`src/rtl/trig_xbar_pkg.sv`:
```
package trig_xbar_pkg;

    localparam int SRC_FW  = 8;
    localparam int EXP_W   = 4;
    localparam int MAX_EXP = 9;

    typedef enum logic [1:0] {
        RATE_FULL = 2'd0,
        RATE_DIVA = 2'd1,
        RATE_DIVB = 2'd2,
        RATE_ALT  = 2'd3
    } rate_e;

    // packed from MSB: inv[13] rate[12:11] fall[10] sync[9] en[8] src[7:0]
    typedef struct packed {
        logic              inv;
        rate_e             rate;
        logic              fall;
        logic              sync;
        logic              en;
        logic [SRC_FW-1:0] src;
    } route_cfg_t;

    localparam int CFG_W = $bits(route_cfg_t);

endpackage

```
`src/rtl/trig_clkdiv.sv`:
```
module trig_clkdiv
    import trig_xbar_pkg::*;
#(
    parameter int MAXE = MAX_EXP
) (
    input  logic             clk,
    input  logic             rst_n,
    input  logic             exp_wr,
    input  logic [EXP_W-1:0] exp_val,
    output logic             tick
);
    localparam int CNT_W = MAXE;

    logic [EXP_W-1:0] exp_q;
    logic [EXP_W-1:0] exp_clamped;
    logic [CNT_W-1:0] cnt_q;
    logic [CNT_W-1:0] mask;

    always_comb begin
        if (exp_val == '0)
            exp_clamped = EXP_W'(1);
        else if (int'(exp_val) > MAXE)
            exp_clamped = EXP_W'(MAXE);
        else
            exp_clamped = exp_val;
    end

    always_comb mask = CNT_W'((32'd1 << exp_q) - 32'd1);

    always_ff @(posedge clk or negedge rst_n) begin
        if (!rst_n) begin
            exp_q <= EXP_W'(1);
            cnt_q <= '0;
        end else if (exp_wr) begin
            exp_q <= exp_clamped;
            cnt_q <= '0;
        end else if (cnt_q == mask) begin
            cnt_q <= '0;
        end else begin
            cnt_q <= cnt_q + 1'b1;
        end
    end

    assign tick = (cnt_q == mask);

    // strobes never come back to back (exponent is at least 1)
    p_tick_spaced_r7: assert property (@(posedge clk) disable iff (!rst_n)
        tick |=> !tick);

    // counter stays inside the current period
    p_cnt_in_range_r7: assert property (@(posedge clk) disable iff (!rst_n)
        cnt_q <= mask);

endmodule

```
`src/rtl/trig_cfg_regs.sv`:
```
module trig_cfg_regs
    import trig_xbar_pkg::*;
#(
    parameter int N_DST  = 4,
    parameter int ADDR_W = 4
) (
    input  logic              clk,
    input  logic              rst_n,
    input  logic              wr_valid,
    input  logic [ADDR_W-1:0] wr_addr,
    input  logic [CFG_W-1:0]  wr_data,
    output route_cfg_t        cfg [N_DST],
    output logic              exp_wr_a,
    output logic              exp_wr_b,
    output logic [EXP_W-1:0]  exp_val,
    output logic              sw_pulse
);
    localparam logic [ADDR_W-1:0] A_DIVA = ADDR_W'(N_DST);
    localparam logic [ADDR_W-1:0] A_DIVB = ADDR_W'(N_DST + 1);
    localparam logic [ADDR_W-1:0] A_SWTR = ADDR_W'(N_DST + 2);

    for (genvar i = 0; i < N_DST; i++) begin : g_route
        always_ff @(posedge clk or negedge rst_n) begin
            if (!rst_n)
                cfg[i] <= '0;
            else if (wr_valid && wr_addr == ADDR_W'(i))
                cfg[i] <= route_cfg_t'(wr_data);
        end
    end

    assign exp_wr_a = wr_valid && (wr_addr == A_DIVA);
    assign exp_wr_b = wr_valid && (wr_addr == A_DIVB);
    assign exp_val  = wr_data[EXP_W-1:0];

    always_ff @(posedge clk or negedge rst_n) begin
        if (!rst_n)
            sw_pulse <= 1'b0;
        else
            sw_pulse <= wr_valid && (wr_addr == A_SWTR);
    end

    // a software trigger pulse only follows a write to its address
    p_sw_from_write_r9: assert property (@(posedge clk) disable iff (!rst_n)
        sw_pulse |-> $past(wr_valid && (wr_addr == A_SWTR)));

endmodule

```
`src/rtl/trig_route_lane.sv`:
```
module trig_route_lane
    import trig_xbar_pkg::*;
#(
    parameter int N_SRC = 11
) (
    input  logic             clk,
    input  logic             rst_n,
    input  route_cfg_t       cfg,
    input  logic [N_SRC-1:0] src_vec,
    input  logic             tick_a,
    input  logic             tick_b,
    output logic             out,
    output logic             oe
);
    logic sel;
    logic s1_q, s2_q;
    logic rise_q, fall_q;
    logic tick;
    logic data;

    always_comb begin
        sel = 1'b0;
        for (int k = 0; k < N_SRC; k++)
            if (cfg.src == SRC_FW'(k)) sel = src_vec[k];
    end

    always_comb begin
        unique case (cfg.rate)
            RATE_DIVA: tick = tick_a;
            RATE_DIVB: tick = tick_b;
            RATE_FULL,
            RATE_ALT:  tick = 1'b1;
        endcase
    end

    always_ff @(posedge clk or negedge rst_n) begin
        if (!rst_n) begin
            s1_q <= 1'b0;
            s2_q <= 1'b0;
        end else begin
            s1_q <= sel;
            s2_q <= s1_q;
        end
    end

    always_ff @(posedge clk or negedge rst_n) begin
        if (!rst_n)
            rise_q <= 1'b0;
        else if (tick)
            rise_q <= s2_q;
    end

    always_ff @(negedge clk or negedge rst_n) begin
        if (!rst_n)
            fall_q <= 1'b0;
        else if (tick)
            fall_q <= s2_q;
    end

    always_comb begin
        data = cfg.sync ? (cfg.fall ? fall_q : rise_q) : sel;
        out  = cfg.en & (data ^ cfg.inv);
        oe   = cfg.en;
    end

    // the rising-edge output register holds between strobes
    p_hold_between_ticks_r7: assert property (@(posedge clk) disable iff (!rst_n)
        !tick |=> $stable(rise_q));

endmodule

```
`src/rtl/trig_xbar.sv`:
```
module trig_xbar
    import trig_xbar_pkg::*;
#(
    parameter int N_EXT  = 8,
    parameter int N_DST  = 4,
    parameter int ADDR_W = 4
) (
    input  logic              clk,
    input  logic              rst_n,
    input  logic              wr_valid,
    input  logic [ADDR_W-1:0] wr_addr,
    input  logic [CFG_W-1:0]  wr_data,
    input  logic [N_EXT-1:0]  trig_in,
    output logic [N_DST-1:0]  dst_out,
    output logic [N_DST-1:0]  dst_oe
);
    localparam int N_SRC = N_EXT + 3;

    route_cfg_t       cfg [N_DST];
    logic             exp_wr_a, exp_wr_b;
    logic [EXP_W-1:0] exp_val;
    logic             sw_pulse;
    logic             tick_a, tick_b;
    logic [N_SRC-1:0] src_vec;

    trig_cfg_regs #(.N_DST(N_DST), .ADDR_W(ADDR_W)) u_cfg (
        .clk      (clk),
        .rst_n    (rst_n),
        .wr_valid (wr_valid),
        .wr_addr  (wr_addr),
        .wr_data  (wr_data),
        .cfg      (cfg),
        .exp_wr_a (exp_wr_a),
        .exp_wr_b (exp_wr_b),
        .exp_val  (exp_val),
        .sw_pulse (sw_pulse)
    );

    trig_clkdiv u_div_a (
        .clk(clk), .rst_n(rst_n), .exp_wr(exp_wr_a), .exp_val(exp_val), .tick(tick_a)
    );

    trig_clkdiv u_div_b (
        .clk(clk), .rst_n(rst_n), .exp_wr(exp_wr_b), .exp_val(exp_val), .tick(tick_b)
    );

    assign src_vec = {trig_in, sw_pulse, 1'b1, 1'b0};

    for (genvar d = 0; d < N_DST; d++) begin : g_lane
        trig_route_lane #(.N_SRC(N_SRC)) u_lane (
            .clk     (clk),
            .rst_n   (rst_n),
            .cfg     (cfg[d]),
            .src_vec (src_vec),
            .tick_a  (tick_a),
            .tick_b  (tick_b),
            .out     (dst_out[d]),
            .oe      (dst_oe[d])
        );
    end

    // no enabled output ever drives high without its enable
    p_out_needs_oe_r8: assert property (@(posedge clk) disable iff (!rst_n)
        (dst_out & ~dst_oe) == '0);

endmodule

```
`config.mk`:
```
export PLATFORM = sky130hd
export DESIGN_NAME = trig_xbar
export DESIGN_NICKNAME = d
export VERILOG_FILES = /design/src/rtl/trig_xbar_pkg.sv /design/src/rtl/trig_clkdiv.sv /design/src/rtl/trig_cfg_regs.sv /design/src/rtl/trig_route_lane.sv /design/src/rtl/trig_xbar.sv
export SDC_FILE = /design/constraint.sdc
export NUM_CORES = 1
export LEC_CHECK = 0
export CAP_MARGIN = 20
export CORE_AREA = 2 2 77 135
export DETAILED_ROUTE_END_ITERATION = 8
export DIE_AREA = 0 0 79 137
export PLACE_DENSITY = 0.84
export RECOVER_POWER = 25
export SYNTH_ARGS = -nofsm -noshare
export SYNTH_HDL_FRONTEND = slang
export SYNTH_SLANG_ARGS = --single-unit
```
`constraint.sdc`:
```
create_clock -name clk -period 4.1 [get_ports clk]
set_input_delay 0.82 -clock clk [delete_from_list [all_inputs] [get_ports clk]]
set_output_delay 0.82 -clock clk [all_outputs]
set_load 0.05 [all_outputs]
```
==> qor.yml <==
synth:
  synth_cells: 460
  seq_area_frac_synth: 0.4733
  yosys_warnings: 0
  synth-edff-count: 0
  postSynth.asyncResetShare: 1.000
  ys_types: 64
  avgSynthCellArea_um2: 11.39
  ys_ff_latch: 99
  syn_nets: 501
  synth_flop_cell: "dfrtp_1"
  synth_top_area_cell: "dfrtp_1"
  synthesis.area_um2: 5240
  yosysTopAreaCellShare: 0.4441
  synthTopCellsByArea: "dfrtp_1, mux2_2, ha_1"
cells_and_area:
  mostFrequentLayoutCells: "dfrtp_1, mux2_2, buf_4"
  final_cell_count_no_fill: 666
  seqCellArea_um2: 2480
  nNetsFinal: 577
  multi_input_area_um2: 2634
  n_fill_cell: 703
  final_area_um2: 6455
  area_delta_synth_final_pct: 23.19
  drive_above_1_share: 0.3235
  diodes: 0
  final_common_cell: "dfrtp_1"
power:
  p_leak_nw: 2.864
  p_sw_mw: 1.362
  p_sw_frac: 0.3437
  powerDensity_nw_per_um2: 614.0
  seqPwrFrac: 0.371
  ir_drop_uv: 392.5
  combPwrFrac: 0.416
  p_int_mw: 2.601
  power.share.clock: 0.213
  power_mw: 3.963
clock_tree:
  ctsRootBufferMaster: "clkbuf_16"
  tritoncts: "yes"
  cts_max_path_buffers: 2
  cts_max_level: 3
  clkSinkCount: 99
  path_clk_slew_ns: 0.07
  clock_latency_ns: 0.34
  cts-buffers-inserted: 9
sta:
  hold_viol: 0
  slew_headroom: -0.02476
  tightest_slew_ns: 1.537
  setup_viol_count_final: 8
  slew_violations: 31
  fin_ws_ns: -1.025
  rsz0062_at_grt: "yes"
  finalClockSkew_ns: 0.01083
  finalSetupTns_ns: -5.238
placement:
  dp_cells: 632
  dp_hpwl_um: 8647
  dpl_worst_slack_ns: -0.9353
  io_buffers: 36
  gp_congestion: 0.9192
  postPlaceCellArea_um2: 5967
grt:
  grt_usage: 0.2345
  grt_pass1_wl_um: 19250
  antenna_found_initial: 0
  grt_max_degree: 59
  first_global_vias: 4074
  grt_overflow: 0
floorplan:
  initial_core_util: 0.5386
  die_area_um2: 10820
  dieHeight_um: 137
  die_x_um: 79
  coreArea_um2: 9729
  ioPinCount: 37
  placementRows: 48
routing:
  detail-route-antenna-nets: 0
  wire_per_inst_um: 18.62
  drt_iter0_markers: 251
  drc: 0
  first_pass_iters: 5
  wl_um: 12400
  avgViaCountPerCell: 5.866
  num_vias: 3907
status:
  outcome: "complete, but fails checks"
  violations: "capacitance limit, slew limit, setup timing"
setup_path:
  start_kind: "flip-flop"
  end_kind: "flip-flop"
  cp_max_fo: 5
  path_class: "reg2reg"
  slowest_stage: "or4_4"
  critPathArrivalTime_ns: 3.26
  critPathRequiredTime_ns: 2.23
  crit_path_cell_trace: "or4_4, ha_4, buf_6, a21o_1, a221o_2, a32oi_4, a311oi_2, a21oi_2, mux2_4"
  worst_path_largest_cell_delay_ns: 0.57
worst_hold_path:
  holdCritPathClass: "reg2reg"
run:
  max_cap_viol_count: 1
[Yosys cell counts, types with 2 or more instances]
master and count:
o2111ai_1 2, o21a_1 2, nand4_1 2, xnor2_1 15
nor4bb_1 3, a221oi_1 3, mux2i_1 11, a21o_1 2
mux2_2 61, mux2_1 8, or4_1 3, xor2_1 14
a311oi_1 6, nor4_1 3, o21ai_0 20, buf_6 3
nand3b_1 6, nand3_1 14, buf_4 9, or3_1 3
dfstp_2 2, o31ai_1 2, a221o_2 2, buf_2 6
and2_1 6, a21oi_2 4, nand2b_1 4, and3_1 4
nor2_1 34, inv_1 18, nor3b_1 6, o32ai_1 2
a31oi_1 3, ha_1 12, clkbuf_1 9, nand2_1 19
nor3_1 3, dfrtp_1 93, nor2b_1 5, dfrtn_1 4
a21oi_1 9
[flip-flops by register name (all words and copies together), names as in the netlist]
signal,count
u_cfg.cfg,56
g_lane.u_lane.fall_q,4
u_div_a.exp_q,4
g_lane.u_lane.rise_q,4
g_lane.u_lane.s2_q,4
u_div_a.cnt_q,9
u_div_b.cnt_q,9
u_cfg.sw_pulse,1
u_div_b.exp_q,4
g_lane.u_lane.s1_q,4
[stage by stage]
step | hold WS, ns | util
2_1_floorplan | 0.3312 | -
3_3_place_gp | 0.3317 | 0.6133
3_5_place_dp | 0.3347 | 0.6133
4_1_cts | 0.3500 | 0.6568
5_1_grt | 0.3589 | 0.6635
6_report | 0.3468 | 0.6635
[repair_timing]
action	CTS	global route
hold endpoints to repair	0	0
pin swaps	11	11
hold buffers	0	0
setup endpoints to repair	8	8
buffers inserted	11	7
resized for setup	14	4
[power by group through the flow]
| stage | sequential (mW) | combinational (mW) | clock (mW) |
|---|---|---|---|
| 6_report | 1.47 | 1.65 | 0.843 |
| 5_1_grt | 1.50 | 1.77 | 0.891 |
| 4_1_cts | 1.46 | 1.57 | 0.854 |
| 3_5_place_dp | 1.48 | 1.44 | 0 |
| 3_3_place_gp | 1.45 | 1.38 | 0 |
| 2_1_floorplan | 1.42 | 1.01 | 0 |
[worst max-delay path: cells and delay by family, from the launching register on]
family | cells | cell delay [ns]
adders and majority gates | 1 | 0.21
and+or+nand+nor | 1 | 0.57
AOI/OAI and AO/OA | 5 | 1.31
muxes | 1 | 0.32
DFF | 1 | 0.38
buffers and inverters | 1 | 0.13
[final timing paths]
| check | start | endpoint | slack, ns | cells past startpoint |
|---|---|---|---|---|
| max | u_div_b.exp_q[3] | g_lane[3].u_lane.fall_q | -1.03 | 9 |
| min reg2reg | g_lane[3].u_lane.s1_q | g_lane[3].u_lane.s2_q | 0.35 | 0 |
| max reg2reg | u_div_b.exp_q[3] | g_lane[3].u_lane.fall_q | -1.03 | 9 |
| max in group asynchronous | rst_n | g_lane[0].u_lane.fall_q | 0.41 | 1 |
| min in group asynchronous | rst_n | u_cfg.cfg[50] | 0.85 | 1 |
| min | g_lane[3].u_lane.s1_q | g_lane[3].u_lane.s2_q | 0.35 | 0 |
[per-layer routing]
layer,track usage,up-vias,wire [µm]
li1,-,1792,-
met1,0.2424,1935,4415
met2,0.4440,136,6914
met3,0.03166,44,472
met4,0.1303,0,599
met5,0,-,0
[cells by family (layout without fill, tap and decap cells)]
| logic type | count (synthesis) | in the layout | share of synthesized area |
|---|---|---|---|
| xor+xnor | 30 | 30 | 0.05158 |
| compound gates | 69 | 69 | 0.09886 |
| buf+inv | 46 | 127 | 0.04513 |
| fa+ha+maj | 12 | 12 | 0.02865 |
| simple gates | 124 | 124 | 0.1332 |
| flops | 99 | 99 | 0.4733 |
| mux | 80 | 80 | 0.1693 |
[area by class of cell]
| type | count | share of cell area |
|---|---|---|
| Multi-Input combinational cell | 315 | 0.4080 |
| Inverter | 18 | 0.01047 |
| Timing Repair Buffer | 93 | 0.1275 |
| Clock buffer | 11 | 0.03605 |
| Sequential cell | 99 | 0.3842 |
| Tap cell | 125 | 0.02423 |
| Clock inverter | 5 | 0.009498 |
Note: power is estimated with default switching activity, not from simulation.
